$ cat src/rtl/tw_pkg.sv
package tw_pkg;
  localparam int ADDR_W = 17;
  localparam logic [3:0] DEV_PREFIX = 4'b1010;
  typedef enum logic [2:0] {
    ST_IDLE, ST_DEV, ST_AH, ST_AL, ST_WD, ST_RD, ST_BUSY
  } tw_state_e;
endpackage

$ cat src/rtl/tw_bus_sampler.sv
module tw_bus_sampler #(
  parameter int SYNC_STAGES = 2
) (
  input  logic clk,
  input  logic rst_n,
  input  logic scl_i,
  input  logic sda_i,
  output logic sda_s,
  output logic scl_rise,
  output logic scl_fall,
  output logic start_c,
  output logic stop_c
);
  logic [SYNC_STAGES-1:0] scl_pipe, sda_pipe;
  logic scl_s, scl_d, sda_d;

  always_ff @(posedge clk or negedge rst_n) begin
    if (!rst_n) begin
      scl_pipe <= '1;
      sda_pipe <= '1;
      scl_d    <= 1'b1;
      sda_d    <= 1'b1;
    end else begin
      scl_pipe <= (scl_pipe << 1) | SYNC_STAGES'(scl_i);
      sda_pipe <= (sda_pipe << 1) | SYNC_STAGES'(sda_i);
      scl_d    <= scl_s;
      sda_d    <= sda_s;
    end
  end

  assign scl_s    = scl_pipe[SYNC_STAGES-1];
  assign sda_s    = sda_pipe[SYNC_STAGES-1];
  assign scl_rise = scl_s & ~scl_d;
  assign scl_fall = ~scl_s & scl_d;
  // data edges while the clock stays high are framing, never data
  assign start_c  = scl_s & scl_d & sda_d & ~sda_s;
  assign stop_c   = scl_s & scl_d & ~sda_d & sda_s;
endmodule

$ cat src/rtl/tw_addr_ctr.sv
module tw_addr_ctr #(
  parameter int AW     = 17,
  parameter int PAGE_W = 8
) (
  input  logic          clk,
  input  logic          rst_n,
  input  logic          load,
  input  logic [AW-1:0] load_val,
  input  logic          inc_page,
  input  logic          inc_full,
  output logic [AW-1:0] ptr
);
  always_ff @(posedge clk or negedge rst_n) begin
    if (!rst_n)        ptr <= '0;
    else if (load)     ptr <= load_val;
    else if (inc_page) ptr[PAGE_W-1:0] <= ptr[PAGE_W-1:0] + 1'b1;
    else if (inc_full) ptr <= ptr + 1'b1;
  end

  a_r4_page_row_kept: assert property (@(posedge clk) disable iff (!rst_n)
    (inc_page && !load) |=> ptr[AW-1:PAGE_W] == $past(ptr[AW-1:PAGE_W]));
  a_r10_top_wraps: assert property (@(posedge clk) disable iff (!rst_n)
    (inc_full && !load && !inc_page && ptr == {AW{1'b1}}) |=> ptr == '0);
endmodule

$ cat src/rtl/tw_page_buf.sv
module tw_page_buf #(
  parameter int PAGE_W = 8
) (
  input  logic              clk,
  input  logic              rst_n,
  input  logic              clr,
  input  logic              wr_en,
  input  logic [PAGE_W-1:0] wr_idx,
  input  logic [7:0]        wr_data,
  input  logic [PAGE_W-1:0] rd_idx,
  output logic [7:0]        rd_data,
  output logic              rd_valid
);
  localparam int DEPTH = 1 << PAGE_W;
  logic [7:0]       store [DEPTH];
  logic [DEPTH-1:0] filled;

  always_ff @(posedge clk or negedge rst_n) begin
    if (!rst_n)     filled <= '0;
    else if (clr)   filled <= '0;
    else if (wr_en) filled[wr_idx] <= 1'b1;
  end

  always_ff @(posedge clk) begin
    if (wr_en) store[wr_idx] <= wr_data;
  end

  assign rd_data  = store[rd_idx];
  assign rd_valid = filled[rd_idx];
endmodule

$ cat src/rtl/tw_eeprom_target.sv
module tw_eeprom_target
  import tw_pkg::*;
#(
  parameter int          PAGE_W      = 8,
  parameter int unsigned WR_CYCLES   = 250000,
  parameter int          SYNC_STAGES = 2
) (
  input  logic              clk,
  input  logic              rst_n,
  input  logic              scl_i,
  input  logic              sda_i,
  output logic              sda_oe,
  input  logic              strap_a2,
  input  logic              strap_a1,
  input  logic              wp,
  output logic              mem_we,
  output logic [ADDR_W-1:0] mem_addr,
  output logic [7:0]        mem_wdata,
  input  logic [7:0]        mem_rdata
);
  localparam int BW = $clog2(WR_CYCLES + 1);
  localparam logic [PAGE_W-1:0] IDX_LAST = '1;

  logic sda_s, scl_rise, scl_fall, start_c, stop_c;
  tw_state_e state, after_ack;
  logic [3:0] cnt;
  logic [7:0] sh, txsh, hi_byte;
  logic p0, mack, got, oe_q, fdone;
  logic [BW-1:0] bcnt;
  logic [PAGE_W-1:0] fidx;
  logic [ADDR_W-1:0] ptr;
  logic [7:0] buf_data;
  logic buf_valid;

  tw_bus_sampler #(.SYNC_STAGES(SYNC_STAGES)) u_smp (
    .clk(clk), .rst_n(rst_n), .scl_i(scl_i), .sda_i(sda_i), .sda_s(sda_s),
    .scl_rise(scl_rise), .scl_fall(scl_fall), .start_c(start_c), .stop_c(stop_c));

  // event decode
  logic busy, ev_ok, rx_st, word_done, ack_end, dev_match;
  logic ld, inc_pg, inc_full, dev_to_rd, rd_more, buf_clr;
  assign busy      = (state == ST_BUSY);
  assign ev_ok     = !busy && !start_c && !stop_c;
  assign rx_st     = (state == ST_DEV) || (state == ST_AH) || (state == ST_AL) || (state == ST_WD);
  assign word_done = ev_ok && rx_st && scl_fall && (cnt == 4'd8);
  assign ack_end   = ev_ok && rx_st && scl_fall && (cnt == 4'd9);
  assign dev_match = (sh[7:4] == DEV_PREFIX) && (sh[3] == strap_a2) && (sh[2] == strap_a1);
  assign ld        = word_done && (state == ST_AL);
  assign inc_pg    = word_done && (state == ST_WD);
  assign dev_to_rd = ack_end && (after_ack == ST_RD);
  assign rd_more   = ev_ok && (state == ST_RD) && scl_fall && (cnt == 4'd8) && mack;
  assign inc_full  = dev_to_rd || rd_more;
  assign buf_clr   = start_c && !busy;

  tw_addr_ctr #(.AW(ADDR_W), .PAGE_W(PAGE_W)) u_ctr (
    .clk(clk), .rst_n(rst_n), .load(ld), .load_val({p0, hi_byte, sh}),
    .inc_page(inc_pg), .inc_full(inc_full), .ptr(ptr));

  tw_page_buf #(.PAGE_W(PAGE_W)) u_buf (
    .clk(clk), .rst_n(rst_n), .clr(buf_clr), .wr_en(inc_pg),
    .wr_idx(ptr[PAGE_W-1:0]), .wr_data(sh), .rd_idx(fidx),
    .rd_data(buf_data), .rd_valid(buf_valid));

  assign mem_we    = busy && !fdone && buf_valid;
  assign mem_wdata = buf_data;
  assign mem_addr  = busy ? {ptr[ADDR_W-1:PAGE_W], fidx} : ptr;
  assign sda_oe    = oe_q;

  always_ff @(posedge clk or negedge rst_n) begin
    if (!rst_n) begin
      state <= ST_IDLE; after_ack <= ST_IDLE; cnt <= '0; sh <= '0; txsh <= '0;
      hi_byte <= '0; p0 <= 1'b0; mack <= 1'b0; got <= 1'b0; oe_q <= 1'b0;
      fdone <= 1'b1; bcnt <= '0; fidx <= '0;
    end else if (busy) begin
      if (bcnt != '0) bcnt <= bcnt - 1'b1;
      if (!fdone) begin
        if (fidx == IDX_LAST) fdone <= 1'b1;
        else                  fidx  <= fidx + 1'b1;
      end
      if (bcnt == '0 && fdone) state <= ST_IDLE;
    end else if (start_c) begin
      state <= ST_DEV; cnt <= '0; oe_q <= 1'b0; got <= 1'b0;
    end else if (stop_c) begin
      cnt  <= '0;
      oe_q <= 1'b0;
      if (state == ST_WD && got && !wp) begin
        state <= ST_BUSY; bcnt <= BW'(WR_CYCLES - 1); fidx <= '0; fdone <= 1'b0;
      end else begin
        state <= ST_IDLE;
      end
    end else if (rx_st) begin
      if (scl_rise && cnt < 4'd8) begin
        sh  <= {sh[6:0], sda_s};
        cnt <= cnt + 1'b1;
      end else if (word_done) begin
        cnt  <= 4'd9;
        oe_q <= 1'b1;
        unique case (state)
          ST_DEV: begin
            p0        <= sh[1];
            after_ack <= sh[0] ? ST_RD : ST_AH;
            if (!dev_match) begin
              state <= ST_IDLE; cnt <= '0; oe_q <= 1'b0;
            end
          end
          ST_AH:   begin hi_byte <= sh; after_ack <= ST_AL; end
          ST_AL:   after_ack <= ST_WD;
          default: begin got <= 1'b1; after_ack <= ST_WD; end
        endcase
      end else if (ack_end) begin
        cnt   <= '0;
        state <= after_ack;
        oe_q  <= 1'b0;
        if (dev_to_rd) begin
          txsh <= mem_rdata;
          oe_q <= ~mem_rdata[7];
        end
      end
    end else if (state == ST_RD) begin
      if (scl_fall && cnt < 4'd7) begin
        txsh <= {txsh[6:0], 1'b0};
        oe_q <= ~txsh[6];
        cnt  <= cnt + 1'b1;
      end else if (scl_fall && cnt == 4'd7) begin
        oe_q <= 1'b0;
        cnt  <= 4'd8;
      end else if (scl_rise && cnt == 4'd8) begin
        mack <= ~sda_s;
      end else if (scl_fall && cnt == 4'd8) begin
        cnt <= '0;
        if (mack) begin
          txsh <= mem_rdata;
          oe_q <= ~mem_rdata[7];
        end else begin
          state <= ST_IDLE;
        end
      end
    end
  end

  a_r7_we_only_busy: assert property (@(posedge clk) disable iff (!rst_n)
    mem_we |-> state == ST_BUSY);
  a_r6_silent_busy: assert property (@(posedge clk) disable iff (!rst_n)
    (state == ST_BUSY) |-> !sda_oe);
  a_r8_wp_blocks_busy: assert property (@(posedge clk) disable iff (!rst_n)
    (stop_c && wp && state != ST_BUSY) |=> state != ST_BUSY);
  a_r9_nack_release: assert property (@(posedge clk) disable iff (!rst_n)
    (state == ST_RD && scl_fall && cnt == 4'd8 && !mack && !start_c && !stop_c)
      |=> (!sda_oe && state == ST_IDLE));
endmodule

$ cat config.mk
export PLATFORM = sky130hd
export DESIGN_NAME = tw_eeprom_target
export DESIGN_NICKNAME = d
export VERILOG_FILES = /design/src/rtl/tw_pkg.sv /design/src/rtl/tw_bus_sampler.sv /design/src/rtl/tw_addr_ctr.sv /design/src/rtl/tw_page_buf.sv /design/src/rtl/tw_eeprom_target.sv
export SDC_FILE = /design/constraint.sdc
export NUM_CORES = 2
export LEC_CHECK = 0
export ABC_AREA = 1
export BUFFER_PORTS_ARGS = -buffer_cell sky130_fd_sc_hd__buf_2
export CAP_MARGIN = 20
export CORE_MARGIN = 3
export CORE_UTILIZATION = 50
export CTS_BUF_LIST = sky130_fd_sc_hd__clkbuf_8
export CTS_CLUSTER_DIAMETER = 50
export DETAILED_ROUTE_END_ITERATION = 10
export GPL_ROUTABILITY_DRIVEN = 0
export MAX_ROUTING_LAYER = met4
export PLACE_DENSITY = 0.75
export SLEW_MARGIN = 20
export SYNTH_ARGS = -nofsm -noshare
export SYNTH_HDL_FRONTEND = slang
export SYNTH_SLANG_ARGS = --single-unit
export TNS_END_PERCENT = 20
$ cat constraint.sdc
create_clock -name clk -period 6.2 [get_ports clk]
set_input_delay 1.24 -clock clk [delete_from_list [all_inputs] [get_ports clk]]
set_output_delay 1.24 -clock clk [all_outputs]
set_load 0.02 [all_outputs]
==> flow_metrics.env <==
export IMPL_synthTopCellsByArea="edfxtp_1 (62%), dfrtp_1 (8.4%), nor2_1 (7.9%), o21ai_0 (5.8%), nand2_1 (3.1%)"
export IMPL_post_synth_top_area_cell="edfxtp_1"
export IMPL_powerDensity_nw_per_um2=328
export IMPL_synth_cells=8693
export IMPL_clk_pin_slew_ns=0.06
export IMPL_syn_avg_cell_area_um2=11.5
export IMPL_initial_core_util=0.504
export IMPL_nFillCells=15867
export IMPL_gr_total_overflow=0
export IMPL_synthesis_nets=8718
export IMPL_finClkSkew_ns=0.0864
export IMPL_synth_edf_count=2048
export IMPL_setup_violations=0
export IMPL_drtIter0Drc=11042
export IMPL_seq_area_um2=70100
export IMPL_yosys_most_used_dff="edfxtp_1"
export IMPL_wire_per_inst_um=23.5
export IMPL_maxCapViolations=0
export IMPL_regToRegSetupSlack_ns=2.39
export IMPL_arrival_ns=4.89
export IMPL_slew_headroom=0.183
export IMPL_outcome="completed"
export IMPL_power_frac_clock=0.360
export IMPL_finalHoldViolations=0
export IMPL_drive_gt1_frac=0.111
export IMPL_clockBufferDepth=4
export IMPL_ioPinCount=42
export IMPL_hp_class="primary input to asynchronous set/reset pin"
export IMPL_switching_share=0.281
export IMPL_die_w_um=453
export IMPL_grt_usage=0.269
export IMPL_multi_input_area_um2=26000
export IMPL_ys_warn_count=0
export IMPL_drt_first_pass_iters=9
export IMPL_numCtsBuffers=388
export IMPL_fin_crit_ns=6.13
export IMPL_yosysMostFrequentCell="nor2_1"
export IMPL_async_flop_share=0.143
export IMPL_grt_pass1_wl_um=409000
export IMPL_worstSetupPathType="register to primary output"
export IMPL_rsz0062_at_grt="no"
export IMPL_num_vias=69540
export IMPL_combPwrFrac=0.135
export IMPL_die_y_um=453
export IMPL_worst_ir_drop_vdd_mv=0.306
export IMPL_internal_power_w=0.0259
export IMPL_syn_to_final_growth_pct=9.67
export IMPL_dieArea_um2=205000
export IMPL_h_tree_depth=5
export IMPL_cts_tree="done"
export IMPL_ant_nets=0
export IMPL_synthTopCellsByCount="nor2_1 (2,089), edfxtp_1 (2,048), o21ai_0 (1,165), nand2_1 (814), nand3_1 (431)"
export IMPL_worstSkewPairLatency_ns=1.09
export IMPL_design_area_um2=110000
export IMPL_drc=0
export IMPL_fin_crit_sh=0.988
export IMPL_tightest_slew_ns=1.22
export IMPL_drt_wl_total_um=274000
export IMPL_finalMaxSlewViolations=0
export IMPL_clock_sinks=2391
export IMPL_crit_required_ns=4.96
export IMPL_io_buffer_count=41
export IMPL_tns_ns=0
export IMPL_ys_seq_elements=2391
export IMPL_synth_cell_type_count=45
export IMPL_rows=163
export IMPL_netlist_area_um2=99900
export IMPL_postPlaceCellArea_um2=102000
export IMPL_grt_pass1_vias=66510
export IMPL_path_max_fanout=88
export IMPL_leakagePower_nw=39.7
export IMPL_via_per_inst=5.97
export IMPL_antenna_found_initial=15
export IMPL_p_seq_frac=0.505
export IMPL_r2r_end="u_buf.store[117][0]$_DFFE_PP_"
export IMPL_r2r_cells=10
export IMPL_fin_nets=8710
export IMPL_ys_seq_area_frac=0.702
export IMPL_rr_startpoint="cnt[0]$_DFFE_PN0P_"
export IMPL_startpoint_type="register"
export IMPL_hpwl_um=155000
export IMPL_p_switching_w=0.0101
export IMPL_cts_root_buf="clkbuf_8"
export IMPL_synth_top_cell_area_share=0.616
export IMPL_core_region_area_um2=198000
export IMPL_grt_max_degree=208
export IMPL_worstSetupEndpointType="primary output"
export IMPL_fmax_ghz=0.163
-- kinds of logic (layout without fill, tap and decap cells) --
kind of cell / after synthesis / in the layout / synth area share
simple gates: 3646 / 3646 / 0.157
flops: 2391 / 2391 / 0.702
compound gates: 1777 / 1777 / 0.0990
buf+inv: 847 / 1148 / 0.0388
xor+xnor: 20 / 20 / 0.00175
fa+ha+maj: 10 / 10 / 0.00125
mux: 2 / 2 / 0.000200
other cells: 0 / 7 / 0
-- flip-flops by register name, summed over array words and instances, names as in the netlist, 2 cells and up --
name / cells
u_buf.store: 2048
u_buf.filled: 256
bcnt: 18
u_ctr.ptr: 17
fidx: 8
hi_byte: 8
sh: 8
txsh: 7
cnt: 4
after_ack: 3
state: 3
u_smp.scl_pipe: 2
u_smp.sda_pipe: 2
-- placed cells by master, fill, tap and decap left out, types with 46 or more instances in the layout --
master       n
o21ai_0   1165
dfrtp_1    324
nand2_1    813
a21oi_1    115
nor2_1    2084
clkinv_1    46
buf_4       88
nand3_1    431
edfxtp_1  2048
o211ai_1   254
inv_1      399
o22ai_1    193
nor2_2     116
clkbuf_8   437
nor2_4     125
-- per-layer routing --
| metal | wire length [um] | vias up | GRT usage |
|---|---|---|---|
| met4 | 13300 | 0 | 0.124 |
| li1 | - | 30527 | - |
| met3 | 33000 | 787 | 0.0623 |
| met1 | 101000 | 33709 | 0.349 |
| met5 | 0 | - | - |
| met2 | 127000 | 4517 | 0.403 |
-- through the flow --
stage	instances	hold WS, ns	setup WS [ns]	total power (W)	util
6_report	11641	0.205	0.0732	0.0360	0.553
2_1_floorplan	8693	0.345	1.76	0.0213	-
5_1_grt	11639	0.209	0.0258	0.0371	0.553
3_3_place_gp	10933	0.347	0.672	0.0231	0.516
3_5_place_dp	10933	0.349	0.643	0.0232	0.516
4_1_cts	11632	0.168	0.0798	0.0359	0.553
-- power by group through the flow --
stage	Clock, W	Combinational, W	Sequential (W)
2_1_floorplan	0	0.00269	0.0186
3_3_place_gp	0	0.00459	0.0185
3_5_place_dp	0	0.00470	0.0185
4_1_cts	0.0130	0.00473	0.0182
5_1_grt	0.0138	0.00517	0.0182
6_report	0.0129	0.00484	0.0182
-- final cells by class --
cell class,instances,area share
Inverter,277,0.00983
Clock buffer,437,0.0549
Sequential cell,2391,0.640
Tap cell,2640,0.0302
Multi-Input combinational cell,5455,0.237
Antenna cell,7,0.000160
Clock inverter,262,0.0119
Timing Repair Buffer,172,0.0158
-- repair_timing --
item,CTS,global route
hold buffers,0,0
endpoints found under the setup margin,2,4
resized for setup,6,0
setup buffers,0,2
-- worst max path at each step --
stage,start,end,slack (ns),cells past startpoint
after floorplan,sh[4]$_DFFE_PN0P_,cnt[0]$_DFFE_PN0P_,1.76,9
after global placement,fidx[0]$_DFFE_PN0P_,mem_wdata[7],0.67,12
after detailed placement,fidx[0]$_DFFE_PN0P_,mem_wdata[7],0.64,12
after CTS,fidx[0]$_DFFE_PN0P_,mem_wdata[4],0.08,15
after global routing,fidx[0]$_DFFE_PN0P_,mem_wdata[7],0.03,15
final,fidx[1]$_DFFE_PN0P_,mem_we,0.07,16
-- critical path, cell delays in order (launching register included) --
cell     delay [ns]
dfrtp_4        0.69
inv_12         0.49
buf_12         0.30
buf_12         0.31
nand3_1        0.12
nand2_1        0.08
nand2_1        0.05
nand2_1        0.12
inv_1          0.07
nand2_1        0.13
nand2_1        0.08
nand2_1        0.19
nor2_1         0.06
nand2_1        0.20
nand3_1        0.16
a21oi_2        0.39
buf_2          0.25
(Power assumes the default switching activity.)
